--- config.mk ---
export PLATFORM = sky130hd
export DESIGN_NAME = quadBurstSeq
export DESIGN_NICKNAME = d
export VERILOG_FILES = /design/src/rtl/quad_burst_pkg.sv /design/src/rtl/quadBurstPath.sv /design/src/rtl/quadBurstCtrl.sv /design/src/rtl/quadBurstSeq.sv
export SDC_FILE = /design/constraint.sdc
export NUM_CORES = 1
export LEC_CHECK = 0
export BUFFER_PORTS_ARGS = -buffer_cell sky130_fd_sc_hd__buf_2
export CAP_MARGIN = 20
export CORE_ASPECT_RATIO = 1.5
export CORE_UTILIZATION = 35
export CTS_CLUSTER_DIAMETER = 30
export DETAILED_ROUTE_END_ITERATION = 16
export PLACE_DENSITY = 0.66
export SYNTH_ARGS = -nofsm -noshare
export SYNTH_HDL_FRONTEND = slang
export SYNTH_SLANG_ARGS = --single-unit
--- constraint.sdc ---
create_clock -name clk -period 2.33 [get_ports clk]
set_clock_uncertainty 0.05 [all_clocks]
set_input_delay 0 -clock clk [delete_from_list [all_inputs] [get_ports clk]]
set_output_delay 0 -clock clk [all_outputs]
set_load 0.05 [all_outputs]
--- src/rtl/quad_burst_pkg.sv ---
package quad_burst_pkg;

  // Strobes from the sequencing control to the address datapath
  typedef struct packed {
    logic load;   // capture a new start address, beat index to zero
    logic step;   // move to the next beat of the line
  } seqStrobes_t;

endpackage

--- src/rtl/quadBurstPath.sv ---
module quadBurstPath
  import quad_burst_pkg::*;
#(
  parameter int ADDR_W     = 32,
  parameter int LINE_BYTES = 32,
  parameter int BEAT_BYTES = 8
) (
  input  logic              clk,
  input  logic              rst,
  input  seqStrobes_t       strobes,
  input  logic [ADDR_W-1:0] startAddr,
  output logic [ADDR_W-1:0] beatAddr,
  output logic              onFinal
);

  localparam int BEATS  = LINE_BYTES / BEAT_BYTES;
  localparam int OFF_W  = $clog2(BEAT_BYTES);
  localparam int IDX_W  = $clog2(BEATS);
  localparam int LINE_W = OFF_W + IDX_W;
  localparam int BASE_W = ADDR_W - LINE_W;
  localparam logic [IDX_W-1:0] FINAL_IDX = IDX_W'(BEATS - 1);

  logic [BASE_W-1:0] baseQ;
  logic [IDX_W-1:0]  critQ;
  logic [IDX_W-1:0]  beatCntQ;

  always_ff @(posedge clk) begin
    if (rst) begin
      baseQ    <= '0;
      critQ    <= '0;
      beatCntQ <= '0;
    end else if (strobes.load) begin
      baseQ    <= startAddr[ADDR_W-1:LINE_W];
      critQ    <= startAddr[LINE_W-1:OFF_W];
      beatCntQ <= '0;
    end else if (strobes.step) begin
      beatCntQ <= beatCntQ + 1'b1;
    end
  end

  // Toggle order: the quad index is the critical index XOR the beat count
  assign beatAddr = {baseQ, critQ ^ beatCntQ, {OFF_W{1'b0}}};
  assign onFinal  = (beatCntQ == FINAL_IDX);

  // an accepted beat keeps the line base
  p_base_hold_r3: assert property (@(posedge clk) disable iff (rst)
    strobes.step |=> beatAddr[ADDR_W-1:LINE_W] == $past(beatAddr[ADDR_W-1:LINE_W]));

  // an accepted beat always moves to a different quad of the line
  p_quad_moves_r3: assert property (@(posedge clk) disable iff (rst)
    strobes.step |=> beatAddr[LINE_W-1:OFF_W] != $past(beatAddr[LINE_W-1:OFF_W]));

endmodule

--- src/rtl/quadBurstCtrl.sv ---
module quadBurstCtrl
  import quad_burst_pkg::*;
(
  input  logic        clk,
  input  logic        rst,
  input  logic        startValid,
  input  logic        beatReady,
  input  logic        onFinal,
  output seqStrobes_t strobes,
  output logic        beatValid,
  output logic        beatLast,
  output logic        burstDone
);

  typedef enum logic {ST_IDLE, ST_BURST} seqState_t;

  seqState_t stateQ;
  logic      doneQ;
  logic      acceptBeat;
  logic      finishBurst;

  assign acceptBeat  = (stateQ == ST_BURST) && beatReady;
  assign finishBurst = acceptBeat && onFinal;

  always_comb begin
    strobes      = '0;
    strobes.load = (stateQ == ST_IDLE) && startValid;
    strobes.step = acceptBeat && !onFinal;
  end

  always_ff @(posedge clk) begin
    if (rst) begin
      stateQ <= ST_IDLE;
      doneQ  <= 1'b0;
    end else begin
      doneQ <= finishBurst;
      case (stateQ)
        ST_IDLE:  if (startValid) stateQ <= ST_BURST;
        ST_BURST: if (finishBurst) stateQ <= ST_IDLE;
        default:  stateQ <= ST_IDLE;
      endcase
    end
  end

  assign beatValid = (stateQ == ST_BURST);
  assign beatLast  = (stateQ == ST_BURST) && onFinal;
  assign burstDone = doneQ;

  // the final-beat flag only accompanies a presented beat
  p_last_valid_r5: assert property (@(posedge clk) disable iff (rst)
    beatLast |-> beatValid);

  // the done pulse follows an accepted final beat, with the bus idle
  p_done_after_last_r6: assert property (@(posedge clk) disable iff (rst)
    burstDone |-> !beatValid && $past(beatLast && beatReady));

  // an active burst cannot end before its final beat is accepted
  p_burst_holds_r7: assert property (@(posedge clk) disable iff (rst)
    beatValid && !(beatReady && beatLast) |=> beatValid && !burstDone);

endmodule

--- src/rtl/quadBurstSeq.sv ---
module quadBurstSeq
  import quad_burst_pkg::*;
#(
  parameter int ADDR_W     = 32,
  parameter int LINE_BYTES = 32,
  parameter int BEAT_BYTES = 8
) (
  input  logic              clk,
  input  logic              rst,
  input  logic              startValid,
  input  logic [ADDR_W-1:0] startAddr,
  input  logic              beatReady,
  output logic              beatValid,
  output logic [ADDR_W-1:0] beatAddr,
  output logic              beatLast,
  output logic              burstDone
);

  seqStrobes_t strobes;
  logic        onFinal;

  quadBurstCtrl u_ctrl (
    .clk        (clk),
    .rst        (rst),
    .startValid (startValid),
    .beatReady  (beatReady),
    .onFinal    (onFinal),
    .strobes    (strobes),
    .beatValid  (beatValid),
    .beatLast   (beatLast),
    .burstDone  (burstDone)
  );

  quadBurstPath #(
    .ADDR_W     (ADDR_W),
    .LINE_BYTES (LINE_BYTES),
    .BEAT_BYTES (BEAT_BYTES)
  ) u_path (
    .clk       (clk),
    .rst       (rst),
    .strobes   (strobes),
    .startAddr (startAddr),
    .beatAddr  (beatAddr),
    .onFinal   (onFinal)
  );

  // a stalled beat holds its address and stays valid
  p_stall_hold_r4: assert property (@(posedge clk) disable iff (rst)
    beatValid && !beatReady |=> beatValid && $stable(beatAddr));

endmodule

After elaboration in Yosys (flattened, before gate mapping)
Index checks and enable logic that the tools add are counted.
- flip-flop bits (word level): 33
- latch bits: 0
- bits in writable memories: 0
- memory bits (read-only): 0
- input bits: 36
- output and inout bits: 35
- logic and storage cells: 19
- memories kept: 0
- $add $sub $neg: 1
- $mul: 0
- divide/modulo/power cells: 0
- $lt $le $gt $ge: 0
- equal/unequal tests: 1
- shifts and indexed selects: 0
- mux-type cells: 3
- bitwise operators: 2
- reduce and logical (&&, ||, !) cells: 7
- operators with widths (kind ; count):
    $logic_and 1x1->1 ; 5
    $add 2x1->2 const B ; 1
    $eq 2x2->1 const B ; 1
    $mux 1 ; 2
    $pmux 1 s2 ; 1
    $reduce_or 2->1 ; 1
    $xor 2x2->2 ; 1
    $logic_not 1->1 ; 1
    $not 1->1 ; 1

Logic depth before layout (Yosys ltp)
Gate-level depths: netlist (run 1).
- depth in word-level cells: 4
- depth in mapped cells: 5
- mapped depth without buffers: 4

By module
A second synthesis (run 1) with hierarchy kept.
- cell total of the unflattened synthesis: 116
- area, all modules: 1277.5 um^2
- modules (own cells, without submodules) (module ; instances ; cells an instance ; area each (um^2) ; seq. area each (um^2)):
    quadBurstPath ; 1 ; 107 ; 1188.6 ; 620.6
    quadBurstCtrl ; 1 ; 9 ; 88.8 ; 40.0

Worst setup path after synthesis (run 1)
OpenSTA, ideal clock, no wires.
- path type: register to register
- start point: register u_ctrl.stateQ, in the netlist u_ctrl.beatValid
- end point: register u_path.baseQ[0]
- setup time: 0.070 ns
- arrival: 1.273 ns
- required time: 2.210 ns
- path slack: 0.936 ns
- cell stages (with the launch flop): 5
- path buffers: 1
- period minus slack after synthesis: 1.394 ns
- cells stage by stage: dfxtp_1 > nand2b_1 > buf_2 > nand2_1 > a21oi_1
- word-level cells in the longest chain between the ends: 2
- ends and longest elaborated chain (item ; RTL line ; RTL):
    from (decl) ; quadBurstCtrl.sv:17 ; seqState_t stateQ;
    from (signal assigned) ; quadBurstCtrl.sv:33 ; stateQ <= ST_IDLE;
    from (signal assigned) ; quadBurstCtrl.sv:38 ; ST_IDLE: if (startValid) stateQ <= ST_BURST;
    from (signal assigned) ; quadBurstCtrl.sv:39 ; ST_BURST: if (finishBurst) stateQ <= ST_IDLE;
    $not 1->1 ; quadBurstCtrl.sv:27 ; strobes.load = (stateQ == ST_IDLE) && startValid;
    $logic_and 1x1->1 ; quadBurstCtrl.sv:27 ;
    to (signal assigned) ; quadBurstPath.sv:33 ; baseQ <= startAddr[ADDR_W-1:LINE_W];
    to (decl) ; quadBurstPath.sv:23 ; logic [BASE_W-1:0] baseQ;
Every way passes these cells.
A chain may end at the register's enable or synchronous reset.

Worst setup path in the final report (run 1)
- start point: register u_ctrl.stateQ, in the netlist u_ctrl.beatValid
- end point: register u_path.baseQ[12]
Same word-level chain as after synthesis.

==> impl_metrics.json, run 1 <==
{
  "critPathArrivalTime_ns": 1.58,
  "crit_path_end_kind": "register",
  "io_pins": 71,
  "maxCapViolCount": 0,
  "nFillCells": 330,
  "fmax_mhz": 699,
  "critPathLaunch": "u_ctrl.beatValid",
  "post-route-cell-area_sq_mm": 0.00194,
  "p_seq_share_pct": 47.0,
  "clock_latency_ns": 0.27,
  "dp_hpwl_um": 1930,
  "drt-pass1-iter-count": 4,
  "start_util_pct": 36.2,
  "setup_ws_ns": 0.900,
  "finalCritPeriodShare_pct": 61.4,
  "final_nets": 282,
  "fin_setup_tns_ns": 0,
  "rows": 26,
  "clk_pin_slew_ns": 0.06,
  "hold_path_class": "in2reg",
  "hp-start": "startValid",
  "ir_drop_v": 0.000437,
  "cts_tree": "done",
  "place_inst": 250,
  "synthArstFlopShare_pct": 0,
  "first_global_vias": 1223,
  "critPathKind": "reg2reg",
  "timing.slew.headroom_pct": 59.4,
  "wl_per_cell_um": 10.9,
  "pre_cts_ws_ns": 0.874,
  "cts-resized-gates": 0,
  "synth_top_area_share_pct": 53.9,
  "initialDrtViolationCount": 31,
  "vias": 1280,
  "tightest_slew_ns": 0.609,
  "viasPerCell": 4.44,
  "ys.flop_type": "dfxtp_1",
  "crit_buf_inv": 1,
  "p_switching_mw": 0.392,
  "worstSetupStartpointType": "register",
  "rsz0062_at_grt": "no",
  "switching_share_pct": 30.1,
  "finalSetupViolCount": 0,
  "leakage_nw": 0.924,
  "p_int_mw": 0.910,
  "core_area_sq_mm": 0.00338,
  "final_cells": 288,
  "ant_nets": 0,
  "grt_max_degree": 34,
  "cts_num_sinks": 33,
  "worst-endpoint-required_ns": 2.48,
  "post-route-drc-count": 0,
  "syn_inst": 152,
  "gr-usage-all-layers_pct": 18.4,
  "final_common_cell": "buf_2",
  "cts.path.max_buffers": 2,
  "slowest_delay_ns": 0.52,
  "path_max_fanout": 17,
  "io_buffers": 64,
  "numCtsBuffers": 5,
  "synth-edff-count": 0,
  "place_area_sq_mm": 0.00156,
  "fin_crit_ns": 1.43,
  "hold_violations": 0,
  "yosys_register_bits": 33,
  "grt_antenna_before_repair": 0,
  "syn_area_per_cell_sq_um": 8.06,
  "drv_slew": 0,
  "area_delta_synth_final_pct": 58.5,
  "grt_pass1_wl_um": 5110,
  "path_cells": "nor2b_2, buf_12, nand2_1, a21oi_1",
  "fin_util_pct": 57.4,
  "synth_seq_area_share_pct": 53.9,
  "drt_wl_total_um": 3150,
  "die_h_um": 74.5,
  "routabilityCongestion": 0.715,
  "layout-drive-gt1-share_pct": 29.7,
  "antenna_cells": 0,
  "ys_types": 19,
  "ys_top_cells_by_area": "dfxtp_1, nand2_1, a21oi_1",
  "r2r-start": "u_ctrl.beatValid",
  "yosysWarnings": 0,
  "cts_setup_buffers": 0,
  "syn_area_sq_mm": 0.00122,
  "cp_top_family": "simple AND/OR/NAND/NOR gates",
  "mostFrequentLayoutCells": "buf_2, nand2_1, dfxtp_1",
  "die_x_um": 50.3,
  "crit_slowest_cell": "nor2b_2",
  "power.density_mw_per_mm2": 671,
  "grt_remaining_overflow": 0,
  "h-tree-depth": 2,
  "clock-root-buffer": "clkbuf_8",
  "synth_top_area_cell": "dfxtp_1",
  "status": "finished clean",
  "die_area_sq_mm": 0.00375,
  "clockPowerShare_pct": 30.1,
  "power_frac_comb_pct": 22.9
}
[worst paths after layout]
kind | to | slack, ns | cells past startpoint
worst min-delay path | u_ctrl.beatValid | 0.02 | 3
worst min register to register | u_path.baseQ[7] | 0.40 | 2
worst max register to register | u_path.baseQ[12] | 0.90 | 4
worst max-delay path | u_path.baseQ[12] | 0.90 | 4
[metal layers]
metal  up-vias  part of all wire [%]  track usage, %
met4         0                   1.9            10.2
met1       561                    40            17.9
met2        51                    51            34.2
met5         -                     0               0
met3         5                   6.3            5.32
li1        663                     -               -
[power by group through the flow]
| stage | logic, mW | clock network (mW) | registers, mW |
|---|---|---|---|
| after floorplan | 0.0966 | 0 | 0.719 |
| after global placement | 0.258 | 0 | 0.624 |
| after detailed placement | 0.260 | 0 | 0.625 |
| after CTS | 0.299 | 0.414 | 0.612 |
| after global routing | 0.320 | 0.436 | 0.616 |
| final | 0.298 | 0.392 | 0.612 |
[flip-flops by register name, indices dropped and copies added, names as in the netlist]
name              cells
u_ctrl.beatValid      1
u_ctrl.burstDone      1
u_path.baseQ         27
u_path.beatCntQ       2
u_path.critQ          2
[stage by stage]
| stage | hold WS (ns) | total power [mW] |
|---|---|---|
| after floorplan | 0.0860 | 0.816 |
| after global placement | 0.190 | 0.882 |
| after detailed placement | 0.195 | 0.884 |
| after CTS | 0.0158 | 1.32 |
| after global routing | 0.0532 | 1.37 |
| final | 0.0239 | 1.30 |
[timing repair]
item / CTS / global route
setup endpoints to repair: 0 / 0
hold endpoints to repair: 30 / 0
hold buffers: 30 / 0
[Yosys cell counts (2+ instances only)]
library cell	count
a21oi_1	31
buf_2	2
buf_4	6
clkbuf_1	4
dfxtp_1	33
nand2_1	59
nand2b_1	2
nor2_1	3
xor2_1	2
[worst reg2reg max path, stage by stage (launching register included)]
cell and delay [ns]:
dfxtp_1 0.37, nor2b_2 0.52, buf_12 0.23, nand2_1 0.06, a21oi_1 0.13
[layout make-up]
| class | instances | area [sq um] | share of cell area [%] |
|---|---|---|---|
| Sequential cell | 33 | 661 | 34.0 |
| Timing Repair Buffer | 97 | 656 | 33.8 |
| Multi-Input combinational cell | 108 | 493 | 25.4 |
| Clock buffer | 8 | 80.1 | 4.12 |
| Tap cell | 42 | 52.6 | 2.71 |
[cell families (layout without fill, tap and decap cells)]
group	after synthesis	after routing	synth area share (%)
adder cells (fa/ha/maj)	1	1	1.02
buffers and inverters	13	105	6.64
AO/OA/AOI/OAI	32	32	13.3
flip-flops	33	33	53.9
AND/OR/NAND/NOR	70	70	23.4
other	1	3	0.306
XOR/XNOR	2	2	1.43
Note: power is estimated with default switching activity, not from simulation.
==> run 2: changes to the inputs <==
PLACE_DENSITY = 0.69   (was 0.66)
clock period = 1.3 ns   (was 2.33 ns; I/O delays follow)
==> impl_metrics.json, run 2 (same netlist as run 1, synthesis figures left out) <==
{
  "dp_hpwl_um": 1950,
  "rsz0062_at_grt": "yes",
  "clockPowerShare_pct": 31.0,
  "post-route-cell-area_sq_mm": 0.00198,
  "fin_crit_ns": 1.24,
  "top_regs": "u_path.baseQ (27), u_path.beatCntQ (2), u_path.critQ (2)",
  "drv_slew": 0,
  "viasPerCell": 4.49,
  "rrSetupSlack_ns": 0.11,
  "leakage_nw": 0.951,
  "die_area_sq_mm": 0.00375,
  "mostFrequentLayoutCells": "buf_2, nand2_1, dfxtp_1",
  "grt_pass1_wl_um": 4710,
  "numCtsBuffers": 5,
  "hp-start": "rst",
  "h-tree-depth": 2,
  "final_nets": 287,
  "critPathKind": "reg2out",
  "maxCapViolCount": 0,
  "initialDrtViolationCount": 21,
  "die_x_um": 50.3,
  "status": "finished clean",
  "rows": 26,
  "largest-register": "u_path.baseQ",
  "power.density_mw_per_mm2": 1200,
  "die_h_um": 74.5,
  "grt_antenna_before_repair": 0,
  "hold_slack_ns": 0.0218,
  "place_area_sq_mm": 0.00159,
  "multi_input_area_sq_um": 498,
  "ant_nets": 0,
  "final_common_cell": "buf_2",
  "hold_violations": 0,
  "met3_usage_pct": 4.91,
  "first_global_vias": 1135,
  "power_frac_comb_pct": 22.9,
  "fin_util_pct": 58.6,
  "holdPathStages": 2,
  "worstSetupStartpointType": "register",
  "drt-pass1-iter-count": 4,
  "reg2reg_depth": 4,
  "min_to": "u_ctrl.burstDone",
  "path_max_fanout": 4,
  "switching_share_pct": 29.5,
  "grt_remaining_overflow": 0,
  "critPathLaunch": "u_path.beatCntQ[1]",
  "grt_use_met1_pct": 16.5,
  "drt_wl_total_um": 3120,
  "p_switching_mw": 0.702,
  "io_pins": 71,
  "p_int_mw": 1.68,
  "start_util_pct": 36.2,
  "vias": 1312,
  "routabilityCongestion": 0.700,
  "clock_latency_ns": 0.27,
  "r2r-end": "u_path.beatCntQ[1]",
  "wl_per_cell_um": 10.7,
  "hold_path_class": "in2reg",
  "layout-drive-gt1-share_pct": 32.4,
  "regArea_sq_um": 662,
  "p_seq_share_pct": 46.1,
  "crit_path_end_kind": "output pin",
  "worst-endpoint-required_ns": 1.25,
  "finalCritPeriodShare_pct": 95.3,
  "nFillCells": 344,
  "r2r-start": "u_path.beatCntQ[1]",
  "area_delta_synth_final_pct": 61.8,
  "grt_max_degree": 17,
  "largest_reg_flops": 27,
  "grt_use_met2_pct": 31.9,
  "critPathArrivalTime_ns": 1.19,
  "cts.path.max_buffers": 2,
  "clk_pin_slew_ns": 0.06,
  "finalSetupViolCount": 0,
  "cts_tree": "done",
  "cts_setup_buffers": 0,
  "post-route-drc-count": 0,
  "cts_num_sinks": 33,
  "antenna_cells": 0,
  "grt-busiest-layer": "met2",
  "ir_drop_v": 0.000880,
  "core_area_sq_mm": 0.00338,
  "io_buffers": 64,
  "clock-root-buffer": "clkbuf_8",
  "fin_setup_tns_ns": 0,
  "gr-usage-all-layers_pct": 16.8,
  "fmax_mhz": 807
}
run 2: worst max-delay path by stage:
stage	cells past startpoint	slack (ns)	to
global placement	4	0.16	u_path.beatCntQ[1]
global route	3	-0.00003	beatLast
floorplan	4	0.11	u_path.baseQ[0]
CTS	3	0.05	beatLast
detailed placement	4	0.13	u_path.beatCntQ[1]
finish	3	0.06	beatLast
run 2: layout make-up:
type,count,area share (%)
Timing Repair Buffer,102,34.5
Sequential cell,33,33.4
Multi-Input combinational cell,108,25.1
Clock buffer,7,4.36
Tap cell,42,2.65
run 2: power by group through the flow:
| stage | logic (mW) | registers, mW | clock network (mW) |
|---|---|---|---|
| final | 0.545 | 1.10 | 0.738 |
| after global placement | 0.468 | 1.12 | 0 |
| after floorplan | 0.173 | 1.29 | 0 |
| after global routing | 0.583 | 1.10 | 0.821 |
| after CTS | 0.542 | 1.10 | 0.777 |
| after detailed placement | 0.472 | 1.12 | 0 |
run 2: critical path: stages, from the launching register on:
cell,delay (ns)
dfxtp_1,0.37
ha_1,0.21
and2_1,0.14
buf_4,0.19
run 2: repair_timing:
item / 4_1_cts / 5_1_grt
endpoints found under the setup margin: 1 / 2
hold endpoints to repair: 30 / 0
gates resized for setup: 1 / 1
hold buffers: 30 / 0
run 2: stage by stage:
step | instances | worst slack (ns) | total power, mW
after global routing | 292 | -0.0000283 | 2.51
after global placement | 255 | 0.159 | 1.58
final | 292 | 0.0608 | 2.38
after detailed placement | 255 | 0.126 | 1.59
after CTS | 292 | 0.0475 | 2.41
after floorplan | 154 | 0.112 | 1.46
run 2: routing by layer:
layer | vias to the layer above | wire, um | share of wire [%]
met2 | 46 | 1640 | 53
met5 | - | 0 | 0
met1 | 589 | 1260 | 40
met3 | 5 | 170 | 5.5
met4 | 0 | 44 | 1.4
li1 | 672 | - | -
